===== config.mk =====
export PLATFORM = sky130hd
export DESIGN_NAME = irq_router
export DESIGN_NICKNAME = d
export VERILOG_FILES = /design/src/rtl/irq_router_pkg.sv /design/src/rtl/irq_src_cell.sv /design/src/rtl/irq_router_regs.sv /design/src/rtl/irq_out_merge.sv /design/src/rtl/irq_router.sv
export SDC_FILE = /design/constraint.sdc
export NUM_CORES = 1
export LEC_CHECK = 0
export ABC_AREA = 1
export BUFFER_PORTS_ARGS = -buffer_cell sky130_fd_sc_hd__buf_2
export CAP_MARGIN = 40
export CELL_PAD_IN_SITES_DETAIL_PLACEMENT = 1
export CELL_PAD_IN_SITES_GLOBAL_PLACEMENT = 2
export CORE_UTILIZATION = 30
export DETAILED_ROUTE_END_ITERATION = 16
export GPL_TIMING_DRIVEN = 0
export PLACE_DENSITY = 0.76
export SETUP_SLACK_MARGIN = 0.5
export SYNTH_ARGS = -nofsm -noshare
export SYNTH_HDL_FRONTEND = slang
export SYNTH_SLANG_ARGS = --single-unit

===== constraint.sdc =====
create_clock -name clk -period 3.6 [get_ports clk]
set_input_delay 1.08 -clock clk [delete_from_list [all_inputs] [get_ports clk]]
set_output_delay 1.08 -clock clk [all_outputs]
set_load 0.005 [all_outputs]

===== src/rtl/irq_router_pkg.sv =====
package irq_router_pkg;

   // Byte offsets of the register map
   localparam int unsigned OFS_ROUTE = 'h00;
   localparam int unsigned OFS_PCFG  = 'h08;
   localparam int unsigned OFS_OEN   = 'h0C;
   localparam int unsigned OFS_CLR   = 'h10;
   localparam int unsigned OFS_STAT  = 'h20;

   // Per-line detection configuration for a configurable source
   typedef struct packed {
      logic level;   // 1: level detect, 0: edge detect
      logic inv;     // 1: active-low input
   } det_cfg_t;

endpackage


===== src/rtl/irq_src_cell.sv =====
module irq_src_cell #(
   parameter int unsigned SYNC_STAGES = 2
) (
   input  logic clk,
   input  logic rst_n,
   input  logic raw_i,
   input  logic inv_i,
   input  logic level_i,
   input  logic clr_i,
   output logic pend_o
);

   if (SYNC_STAGES < 2) begin : g_bad_sync
      $error("irq_src_cell: SYNC_STAGES must be at least 2");
   end

   logic [SYNC_STAGES-1:0] sync_q;
   logic                   prev_q;
   logic                   corr;
   logic                   pend_q;

   always_ff @(posedge clk or negedge rst_n) begin
      if (!rst_n) sync_q <= '0;
      else        sync_q <= {sync_q[SYNC_STAGES-2:0], raw_i};
   end

   assign corr = sync_q[SYNC_STAGES-1] ^ inv_i;

   always_ff @(posedge clk or negedge rst_n) begin
      if (!rst_n) begin
         prev_q <= 1'b0;
         pend_q <= 1'b0;
      end else begin
         prev_q <= corr;
         if (level_i) pend_q <= corr;
         else         pend_q <= (pend_q & ~clr_i) | (corr & ~prev_q);
      end
   end

   assign pend_o = pend_q;

endmodule


===== src/rtl/irq_router_regs.sv =====
module irq_router_regs
   import irq_router_pkg::*;
#(
   parameter int unsigned DATA_W      = 32,
   parameter int unsigned ADDR_W      = 6,
   parameter int unsigned NUM_SRC     = 16,
   parameter int unsigned NUM_OUT     = 8,
   parameter int unsigned NUM_CFG_SRC = 5,
   parameter int unsigned FIELD_W     = 4,
   parameter int unsigned OEN_LSB     = 16,
   localparam int unsigned CTRL_WORDS = (NUM_SRC * FIELD_W) / DATA_W,
   localparam int unsigned CFG_BITS   = 2 * NUM_CFG_SRC
) (
   input  logic                                 clk,
   input  logic                                 rst_n,
   input  logic                                 wr_en,
   input  logic [ADDR_W-1:0]                    addr,
   input  logic [DATA_W-1:0]                    wdata,
   input  logic [NUM_OUT-1:0][NUM_SRC-1:0]      stat_i,
   output logic [DATA_W-1:0]                    rdata,
   output logic [CTRL_WORDS-1:0][DATA_W-1:0]    route_q,
   output logic [CFG_BITS-1:0]                  pcfg_q,
   output logic [NUM_OUT-1:0]                   oen_q,
   output logic [NUM_SRC-1:0]                   clr_o
);

   localparam int unsigned HALF_W     = DATA_W / 2;
   localparam int unsigned STAT_WORDS = NUM_OUT / 2;

   logic hit_pcfg, hit_oen, hit_clr;

   assign hit_pcfg = (addr == ADDR_W'(OFS_PCFG));
   assign hit_oen  = (addr == ADDR_W'(OFS_OEN));
   assign hit_clr  = (addr == ADDR_W'(OFS_CLR));

   always_ff @(posedge clk or negedge rst_n) begin
      if (!rst_n) begin
         route_q <= '0;
         pcfg_q  <= '0;
         oen_q   <= '0;
      end else if (wr_en) begin
         for (int w = 0; w < CTRL_WORDS; w++) begin
            if (addr == ADDR_W'(OFS_ROUTE + 4 * w)) route_q[w] <= wdata;
         end
         if (hit_pcfg) pcfg_q <= wdata[CFG_BITS-1:0];
         if (hit_oen)  oen_q  <= wdata[OEN_LSB +: NUM_OUT];
      end
   end

   assign clr_o = (wr_en && hit_clr) ? wdata[NUM_SRC-1:0] : '0;

   always_comb begin
      rdata = '0;
      for (int w = 0; w < CTRL_WORDS; w++) begin
         if (addr == ADDR_W'(OFS_ROUTE + 4 * w)) rdata = route_q[w];
      end
      if (hit_pcfg) rdata[CFG_BITS-1:0] = pcfg_q;
      if (hit_oen)  rdata[OEN_LSB +: NUM_OUT] = oen_q;
      for (int j = 0; j < STAT_WORDS; j++) begin
         if (addr == ADDR_W'(OFS_STAT + 4 * j)) begin
            rdata[NUM_SRC-1:0]          = stat_i[2*j];
            rdata[HALF_W +: NUM_SRC]    = stat_i[2*j+1];
         end
      end
   end

endmodule


===== src/rtl/irq_out_merge.sv =====
module irq_out_merge #(
   parameter int unsigned NUM_SRC = 16,
   parameter int unsigned NUM_OUT = 8,
   parameter int unsigned SEL_W   = 3
) (
   input  logic                             clk,
   input  logic                             rst_n,
   input  logic [NUM_SRC-1:0]               pend_i,
   input  logic [NUM_SRC-1:0]               en_i,
   input  logic [NUM_SRC-1:0][SEL_W-1:0]    sel_i,
   input  logic [NUM_OUT-1:0]               oen_i,
   output logic [NUM_OUT-1:0][NUM_SRC-1:0]  stat_o,
   output logic [NUM_OUT-1:0]               irq_o
);

   logic [NUM_OUT-1:0] hit;

   for (genvar k = 0; k < NUM_OUT; k++) begin : g_out
      for (genvar n = 0; n < NUM_SRC; n++) begin : g_src
         assign stat_o[k][n] = pend_i[n] & en_i[n] & (sel_i[n] == SEL_W'(k));
      end
      assign hit[k] = |stat_o[k];
   end

   always_ff @(posedge clk or negedge rst_n) begin
      if (!rst_n) irq_o <= '0;
      else        irq_o <= hit & oen_i;
   end

endmodule


===== src/rtl/irq_router.sv =====
module irq_router
   import irq_router_pkg::*;
#(
   parameter int unsigned DATA_W      = 32,
   parameter int unsigned ADDR_W      = 6,
   parameter int unsigned NUM_SRC     = 16,
   parameter int unsigned NUM_OUT     = 8,
   parameter int unsigned NUM_CFG_SRC = 5,
   parameter int unsigned SEL_W       = 3,
   parameter int unsigned OEN_LSB     = 16,
   parameter int unsigned SYNC_STAGES = 2
) (
   input  logic               clk,
   input  logic               rst_n,
   input  logic               wr_en,
   input  logic [ADDR_W-1:0]  addr,
   input  logic [DATA_W-1:0]  wdata,
   output logic [DATA_W-1:0]  rdata,
   input  logic [NUM_SRC-1:0] src_i,
   output logic [NUM_OUT-1:0] irq_o
);

   localparam int unsigned FIELD_W    = SEL_W + 1;
   localparam int unsigned FPW        = DATA_W / FIELD_W;
   localparam int unsigned CTRL_WORDS = (NUM_SRC * FIELD_W) / DATA_W;
   localparam int unsigned CFG_BITS   = 2 * NUM_CFG_SRC;

   // Elaboration-time parameter checks
   if (NUM_OUT > (1 << SEL_W)) begin : g_chk_sel
      $error("irq_router: NUM_OUT exceeds the selector range");
   end
   if ((NUM_OUT % 2) != 0) begin : g_chk_even
      $error("irq_router: NUM_OUT must be even");
   end
   if (NUM_SRC > DATA_W / 2) begin : g_chk_half
      $error("irq_router: NUM_SRC must fit a status halfword");
   end
   if ((NUM_SRC * FIELD_W) % DATA_W != 0) begin : g_chk_words
      $error("irq_router: source fields must fill whole control words");
   end
   if (NUM_CFG_SRC > NUM_SRC || CFG_BITS > DATA_W) begin : g_chk_cfg
      $error("irq_router: too many configurable sources");
   end
   if (OEN_LSB + NUM_OUT > DATA_W) begin : g_chk_oen
      $error("irq_router: output enables do not fit the word");
   end

   logic [CTRL_WORDS-1:0][DATA_W-1:0]   route_q;
   logic [CFG_BITS-1:0]                 pcfg_q;
   logic [NUM_OUT-1:0]                  oen_q;
   logic [NUM_SRC-1:0]                  clr_mask;
   logic [NUM_SRC-1:0]                  pend;
   logic [NUM_SRC-1:0]                  lvl_mode;
   logic [NUM_SRC-1:0]                  inv_mode;
   logic [NUM_SRC-1:0]                  src_en;
   logic [NUM_SRC-1:0][SEL_W-1:0]       src_sel;
   logic [NUM_OUT-1:0][NUM_SRC-1:0]     stat;

   irq_router_regs #(
      .DATA_W      (DATA_W),
      .ADDR_W      (ADDR_W),
      .NUM_SRC     (NUM_SRC),
      .NUM_OUT     (NUM_OUT),
      .NUM_CFG_SRC (NUM_CFG_SRC),
      .FIELD_W     (FIELD_W),
      .OEN_LSB     (OEN_LSB)
   ) u_regs (
      .clk     (clk),
      .rst_n   (rst_n),
      .wr_en   (wr_en),
      .addr    (addr),
      .wdata   (wdata),
      .stat_i  (stat),
      .rdata   (rdata),
      .route_q (route_q),
      .pcfg_q  (pcfg_q),
      .oen_q   (oen_q),
      .clr_o   (clr_mask)
   );

   for (genvar n = 0; n < NUM_SRC; n++) begin : g_src
      localparam int unsigned WORD = n / FPW;
      localparam int unsigned POS  = (n % FPW) * FIELD_W;

      assign src_sel[n] = route_q[WORD][POS +: SEL_W];
      assign src_en[n]  = route_q[WORD][POS + SEL_W];

      if (n < NUM_CFG_SRC) begin : g_cfg
         det_cfg_t cfg;
         assign cfg         = det_cfg_t'(pcfg_q[2*n +: 2]);
         assign inv_mode[n] = cfg.inv;
         assign lvl_mode[n] = cfg.level;
      end else begin : g_fixed
         assign inv_mode[n] = 1'b0;
         assign lvl_mode[n] = 1'b1;
      end

      irq_src_cell #(
         .SYNC_STAGES (SYNC_STAGES)
      ) u_cell (
         .clk     (clk),
         .rst_n   (rst_n),
         .raw_i   (src_i[n]),
         .inv_i   (inv_mode[n]),
         .level_i (lvl_mode[n]),
         .clr_i   (clr_mask[n]),
         .pend_o  (pend[n])
      );
   end

   irq_out_merge #(
      .NUM_SRC (NUM_SRC),
      .NUM_OUT (NUM_OUT),
      .SEL_W   (SEL_W)
   ) u_merge (
      .clk    (clk),
      .rst_n  (rst_n),
      .pend_i (pend),
      .en_i   (src_en),
      .sel_i  (src_sel),
      .oen_i  (oen_q),
      .stat_o (stat),
      .irq_o  (irq_o)
   );

endmodule


==> results of run 1 <==
## cells in the final DEF (no fill, tap or decap), types with 7 or more instances in the layout
master / n
nand2_1: 378
nor2_1: 194
dfrtp_1: 143
inv_1: 122
nand4_1: 115
buf_2: 100
nand3_1: 72
o21ai_1: 47
o21ai_0: 30
buf_4: 23
clkbuf_16: 18
buf_6: 17
nor2_4: 12
nand2_2: 8
clkbuf_8: 8
buf_8: 7
## registers in the layout, indices dropped and copies added (netlist names)
| register | flops |
|---|---|
| g_src.u_cell.pend_o | 16 |
| u_regs.route_q | 64 |
| g_src.u_cell.prev_q | 5 |
| u_regs.oen_q | 8 |
| u_merge.irq_o | 8 |
| g_src.u_cell.sync_q | 32 |
| u_regs.pcfg_q | 10 |
## worst register-to-register path, delay by kind of cell (launching register included)
family	cells	cell delay (ps)
and+or+nand+nor	7	1180
DFF	1	410
buffers and inverters	1	50
## layer usage
metal  track usage  up-vias
met2         0.419      230
met5             0        -
met3        0.0373       47
li1              -     4195
met4        0.0781        0
met1         0.358     4306
## kinds of logic after synthesis
logic type      count (synthesis)  synth area share
flops                         143             0.438
compound gates                 82            0.0502
simple gates                  800             0.424
xor+xnor                        5           0.00536
buf+inv                       174            0.0830
## area by class of cell
cell class / count / area [sq um]
fill: 3390 / 16200
multi-input combinational: 887 / 4090
sequential: 143 / 3580
timing repair buffer: 134 / 967
inverter: 129 / 492
clock buffer: 18 / 439
tap: 341 / 427
buffer: 45 / 410
clock inverter: 14 / 171
## through the flow
| step | std cells | hold slack [ps] |
|---|---|---|
| 2_1_floorplan | 1204 | 331 |
| 3_3_place_gp | 1641 | 331 |
| 3_5_place_dp | 1642 | 336 |
| 4_1_cts | 1708 | 350 |
| 5_1_grt | 1711 | 354 |
| 6_report | 1711 | 346 |
## where the power goes
| group | leakage, nW | switching [W] | internal [W] | total [W] |
|---|---|---|---|---|
| Clock | 0.299 | 0.000818 | 0.00107 | 0.00189 |
| Combinational | 3.37 | 0.000452 | 0.000224 | 0.000676 |
| Sequential | 1.81 | 0.000250 | 0.00179 | 0.00205 |
## timing repair
item                                    CTS  global route
pin swaps                                21            14
cloned                                    6             1
buffers inserted                         28             2
endpoints found under the setup margin   32            32
gates resized for setup                 112            31
endpoints found under the hold margin     0             0
## final timing paths
kind / start / endpoint / slack (ps) / cells past startpoint
worst min-delay path: g_src[15].u_cell.sync_q[1] / g_src[15].u_cell.pend_o / 350 / 0
min in group asynchronous: rst_n / g_src[14].u_cell.sync_q[1] / 590 / 1
worst max register to register: u_regs.route_q[39] / u_merge.irq_o[3] / 1830 / 8
worst min register to register: g_src[15].u_cell.sync_q[1] / g_src[15].u_cell.pend_o / 350 / 0
worst max-delay path: addr[0] / rdata[19] / 100 / 10
max in group asynchronous: rst_n / u_regs.pcfg_q[2] / 2130 / 2
==> results.sh, run 1 <==
export IMPL_layout_setup_ws_ps=104
export IMPL_grt_pass1_wl_mm=53.7
export IMPL_dp_hpwl_mm=26.4
export IMPL_min_path_type="register to register"
export IMPL_clk_pin_slew_ps=70
export IMPL_cts_sinks=143
export IMPL_slowest_stage="clkbuf_16"
export IMPL_ant_nets=0
export IMPL_routedLengthMet1_mm=16.4
export IMPL_drv_slew=0
export IMPL_grt_start_max_net_pins=93
export IMPL_drive_above_1_share=0.185
export IMPL_cts_buffers=17
export IMPL_start_kind="primary input"
export IMPL_cp_num_buf_inv=5
export IMPL_vias=8778
export IMPL_portBuffers=96
export IMPL_wl_per_cell_microns=20.5
export IMPL_synthTopCellsByCount="nand2_1, nor2_1, dfrtp_1"
export IMPL_grt_pass1_vias=8938
export IMPL_grtUsageTotal=0.259
export IMPL_slew_headroom=0.601
export IMPL_drtPass1Iterations=5
export IMPL_fin_skew_ps=12.4
export IMPL_cts_root_buf="clkbuf_16"
export IMPL_wl_mm=35.1
export IMPL_highest_layer="met4"
export IMPL_dieArea_sq_um=27900
export IMPL_tritoncts="done"
export IMPL_cts_max_level=4
export IMPL_cp_max_fo=6
export IMPL_required_ps=2520
export IMPL_pre_cts_slack_ps=-445
export IMPL_synth_edf_count=0
export IMPL_overflow=0
export IMPL_met2_length_mm=16.1
export IMPL_ys_types=20
export IMPL_synthCells=1204
export IMPL_area_growth_pct=29.4
export IMPL_worstPathCellList="buf_6, nor2_4, buf_6, buf_6, nand3_4, clkbuf_16, nor2_1, nor2_1, nand4_1, buf_2"
export IMPL_io_pins=97
export IMPL_yosysSeqAreaShare=0.438
export IMPL_postCtsHoldBufs=0
export IMPL_cp_top_family="buffers and inverters"
export IMPL_hold_viol_final=0
export IMPL_finalWeightedCongestion=0.875
export IMPL_cpPeakStageDelay_ps=210
export IMPL_fin_setup_tns_ps=0
export IMPL_endpoint_kind="primary output"
export IMPL_clk_latency_ps=440
export IMPL_wl_met3_mm=1.81
export IMPL_status="finished, final reports clean"
export IMPL_tightest_slew_ps=596
export IMPL_synth_most_common_cell="nand2_1"
export IMPL_coreArea_sq_um=26800
export IMPL_crit_type="primary input to primary output"
export IMPL_synth_area_sq_um=8170
export IMPL_worstPathArrival_ps=2420
export IMPL_stdcell_area_sq_um=10600
export IMPL_synthFlopType="dfrtp_1"
export IMPL_synth_seq_cells=143
export IMPL_yosys_area_top_type_share=0.438
export IMPL_period_share=0.971
export IMPL_antennaDiodeCount=0
export IMPL_viasPerCell=5.13
export IMPL_std_cell_rows=60
export IMPL_setup_viol=0
export IMPL_fmax_mhz=286
export IMPL_synthArstFlopShare=1.00
export IMPL_placedInstanceArea_sq_um=9130
export IMPL_drtIter0Drc=630
export IMPL_die_height_microns=167
export IMPL_cts_buffer_depth=2
export IMPL_p_per_area_nw_per_um2=436
export IMPL_drc=0
export IMPL_synth_avg_cell_area_sq_um=6.79
export IMPL_nNetsFinal=1414
export IMPL_start_util=0.305
export IMPL_synth_fp_nets=1261
export IMPL_rsz0062_at_grt="yes"
export IMPL_ir_drop_uv=273
export IMPL_leakage_nw=5.47
export IMPL_final_core_util=0.395
export IMPL_maxCapViolCount=0
export IMPL_die_x_microns=167
export IMPL_yosys_warnings=0
export IMPL_crit_top_cell="buf_6"
export IMPL_antenna_found_initial=0
export IMPL_synth_top_area_cell="dfrtp_1"
export IMPL_fin_total_pwr_w=0.00461
export IMPL_ys_top_cells_by_area="dfrtp_1, nand2_1, nor2_1"
export IMPL_min_period_ps=3500
Power figures use the tool's default switching activity.
==> run 2, diff against run 1 <==
==> constraint.sdc (replaced) <==
create_clock -name clk -period 3.6 [get_ports clk]
set_input_delay 1.08 -clock clk [delete_from_list [all_inputs] [get_ports clk]]
set_output_delay 1.08 -clock clk [all_outputs]
set_load 0.02 [all_outputs]
==> results.sh, run 2 (synthesized netlist as in run 1, its figures left out) <==
export IMPL_rsz0062_at_grt="yes"
export IMPL_comb_power_share=0.150
export IMPL_cts_sinks=143
export IMPL_power_internal_w=0.00310
export IMPL_p_per_area_nw_per_um2=424
export IMPL_largest_reg_flops=64
export IMPL_critPathLaunch="addr[0]"
export IMPL_r2r_end="u_merge.irq_o[6]"
export IMPL_required_ps=2520
export IMPL_period_share=0.988
export IMPL_crit_type="primary input to primary output"
export IMPL_cts_max_level=4
export IMPL_dp_cells=1642
export IMPL_cpPeakStageDelay_ps=250
export IMPL_slowest_stage="nor2_4"
export IMPL_start_kind="primary input"
export IMPL_viasPerCell=5.12
export IMPL_worstPathArrival_ps=2480
export IMPL_drc=0
export IMPL_drtIter0Drc=679
export IMPL_hold_viol_final=0
export IMPL_hold_depth=0
export IMPL_mostFrequentLayoutCell="nand2_1"
export IMPL_overflow=0
export IMPL_area_growth_pct=33.8
export IMPL_die_x_microns=167
export IMPL_portBuffers=96
export IMPL_cts_buffer_depth=2
export IMPL_fin_skew_ps=13.3
export IMPL_cp_max_fo=8
export IMPL_fin_hold_ws_ps=338
export IMPL_fin_setup_tns_ps=0
export IMPL_nNetsFinal=1426
export IMPL_slew_headroom=0.553
export IMPL_antennaDiodeCount=0
export IMPL_dieArea_sq_um=27900
export IMPL_rr_startpoint="u_regs.route_q[39]"
export IMPL_cts_root_buf="clkbuf_16"
export IMPL_antenna_found_initial=0
export IMPL_clk_latency_ps=430
export IMPL_drtPass1Iterations=5
export IMPL_ir_drop_uv=259
export IMPL_cts_buffers=17
export IMPL_leakage_nw=5.56
export IMPL_vias=8824
export IMPL_placedInstanceArea_sq_um=9170
export IMPL_worstPathCellList="buf_8, nor2_4, buf_8, nand2_4, nor2_4, buf_12, nand2_4, nand2_4, nor2_2, nand4_1, buf_4"
export IMPL_start_util=0.305
export IMPL_maxCapViolCount=0
export IMPL_min_period_ps=3560
export IMPL_p_sw_w=0.00154
export IMPL_fin_cells=1723
export IMPL_cp_endpoint="rdata[11]"
export IMPL_num_fill_cells=3382
export IMPL_finalWeightedCongestion=0.909
export IMPL_clk_pin_slew_ps=70
export IMPL_status="finished, final reports clean"
export IMPL_layout_common_cells="nand2_1, nor2_1, dfrtp_1"
export IMPL_grtUsageTotal=0.263
export IMPL_coreArea_sq_um=26800
export IMPL_drive_above_1_share=0.215
export IMPL_endpoint_kind="primary output"
export IMPL_setup_viol=0
export IMPL_wl_mm=35.7
export IMPL_fin_total_pwr_w=0.00464
export IMPL_grt_pass1_vias=8855
export IMPL_grt_start_max_net_pins=94
export IMPL_wl_per_cell_microns=20.7
export IMPL_io_pins=97
export IMPL_stdcell_area_sq_um=10900
export IMPL_r2r_cells=8
export IMPL_r2r_slack_ps=1800
export IMPL_std_cell_rows=60
export IMPL_pwr_share_clk=0.408
export IMPL_drv_slew=0
export IMPL_seq_power_share=0.442
export IMPL_die_height_microns=167
export IMPL_swShare=0.332
export IMPL_min_path_type="register to register"
export IMPL_dp_hpwl_mm=26.5
export IMPL_grt_pass1_wl_mm=54.5
export IMPL_fmax_mhz=281
export IMPL_ant_nets=0
export IMPL_crit_top_cell="nand2_4"
export IMPL_tritoncts="done"
export IMPL_tightest_slew_ps=669
export IMPL_top_register="u_regs.route_q"
-- run 2: repair_timing --
action / in CTS / in global routing
setup endpoints to repair: 32 / 32
resized for setup: 157 / 57
hold buffers: 0 / 0
setup buffers: 38 / 3
cloned: 8 / 0
endpoints found under the hold margin: 0 / 0
pin swaps: 30 / 40
-- run 2: critical path: cells and delay by family --
family	cells	cell delay (ps)
AND/OR/NAND/NOR	7	780
buffers and inverters	4	610
-- run 2: cell type report --
| type | count | area (sq um) | share of cell area |
|---|---|---|---|
| clock buffers | 18 | 439 | 0.0402 |
| repair buffers | 146 | 1180 | 0.108 |
| clock inverters | 14 | 171 | 0.0157 |
| multi-input cells | 887 | 4220 | 0.386 |
| plain buffers | 45 | 434 | 0.0397 |
| inverters | 129 | 487 | 0.0445 |
| well taps | 341 | 427 | 0.0390 |
| flip-flops and latches | 143 | 3580 | 0.327 |
-- run 2: worst min-delay path by stage --
stage                                endpoint                        from  slack [ps]
detailed placement    g_src[12].u_cell.pend_o  g_src[12].u_cell.sync_q[1]         340
floorplan           g_src[0].u_cell.sync_q[1]   g_src[0].u_cell.sync_q[0]         330
finish                g_src[15].u_cell.pend_o  g_src[15].u_cell.sync_q[1]         340
global route        g_src[8].u_cell.sync_q[1]   g_src[8].u_cell.sync_q[0]         350
global placement      g_src[12].u_cell.pend_o  g_src[12].u_cell.sync_q[1]         330
CTS                   g_src[15].u_cell.pend_o  g_src[15].u_cell.sync_q[1]         340
-- run 2: routing by layer --
layer / part of all wire / wire length [microns] / up-vias / global-route usage
met5: 0 / 0 / - / 0
met4: 0.024 / 870 / 0 / 0.0853
met3: 0.049 / 1740 / 41 / 0.0330
li1: - / - / 4206 / -
met1: 0.47 / 16700 / 4340 / 0.370
met2: 0.46 / 16400 / 237 / 0.417
-- run 2: power by group through the flow --
| stage | sequential [W] | clock (W) | combinational (W) |
|---|---|---|---|
| 2_1_floorplan | 0.00195 | 0 | 0.000397 |
| 6_report | 0.00205 | 0.00189 | 0.000697 |
| 3_5_place_dp | 0.00206 | 0 | 0.000629 |
| 3_3_place_gp | 0.00206 | 0 | 0.000606 |
| 5_1_grt | 0.00207 | 0.00199 | 0.000786 |
| 4_1_cts | 0.00204 | 0.00193 | 0.000689 |
-- run 2: through the flow --
| step | util | setup slack [ps] |
|---|---|---|
| 4_1_cts | 0.400 | 53.6 |
| 2_1_floorplan | - | 472 |
| 3_5_place_dp | 0.342 | -307 |
| 6_report | 0.408 | 43.2 |
| 3_3_place_gp | 0.341 | -723 |
| 5_1_grt | 0.408 | 15.9 |
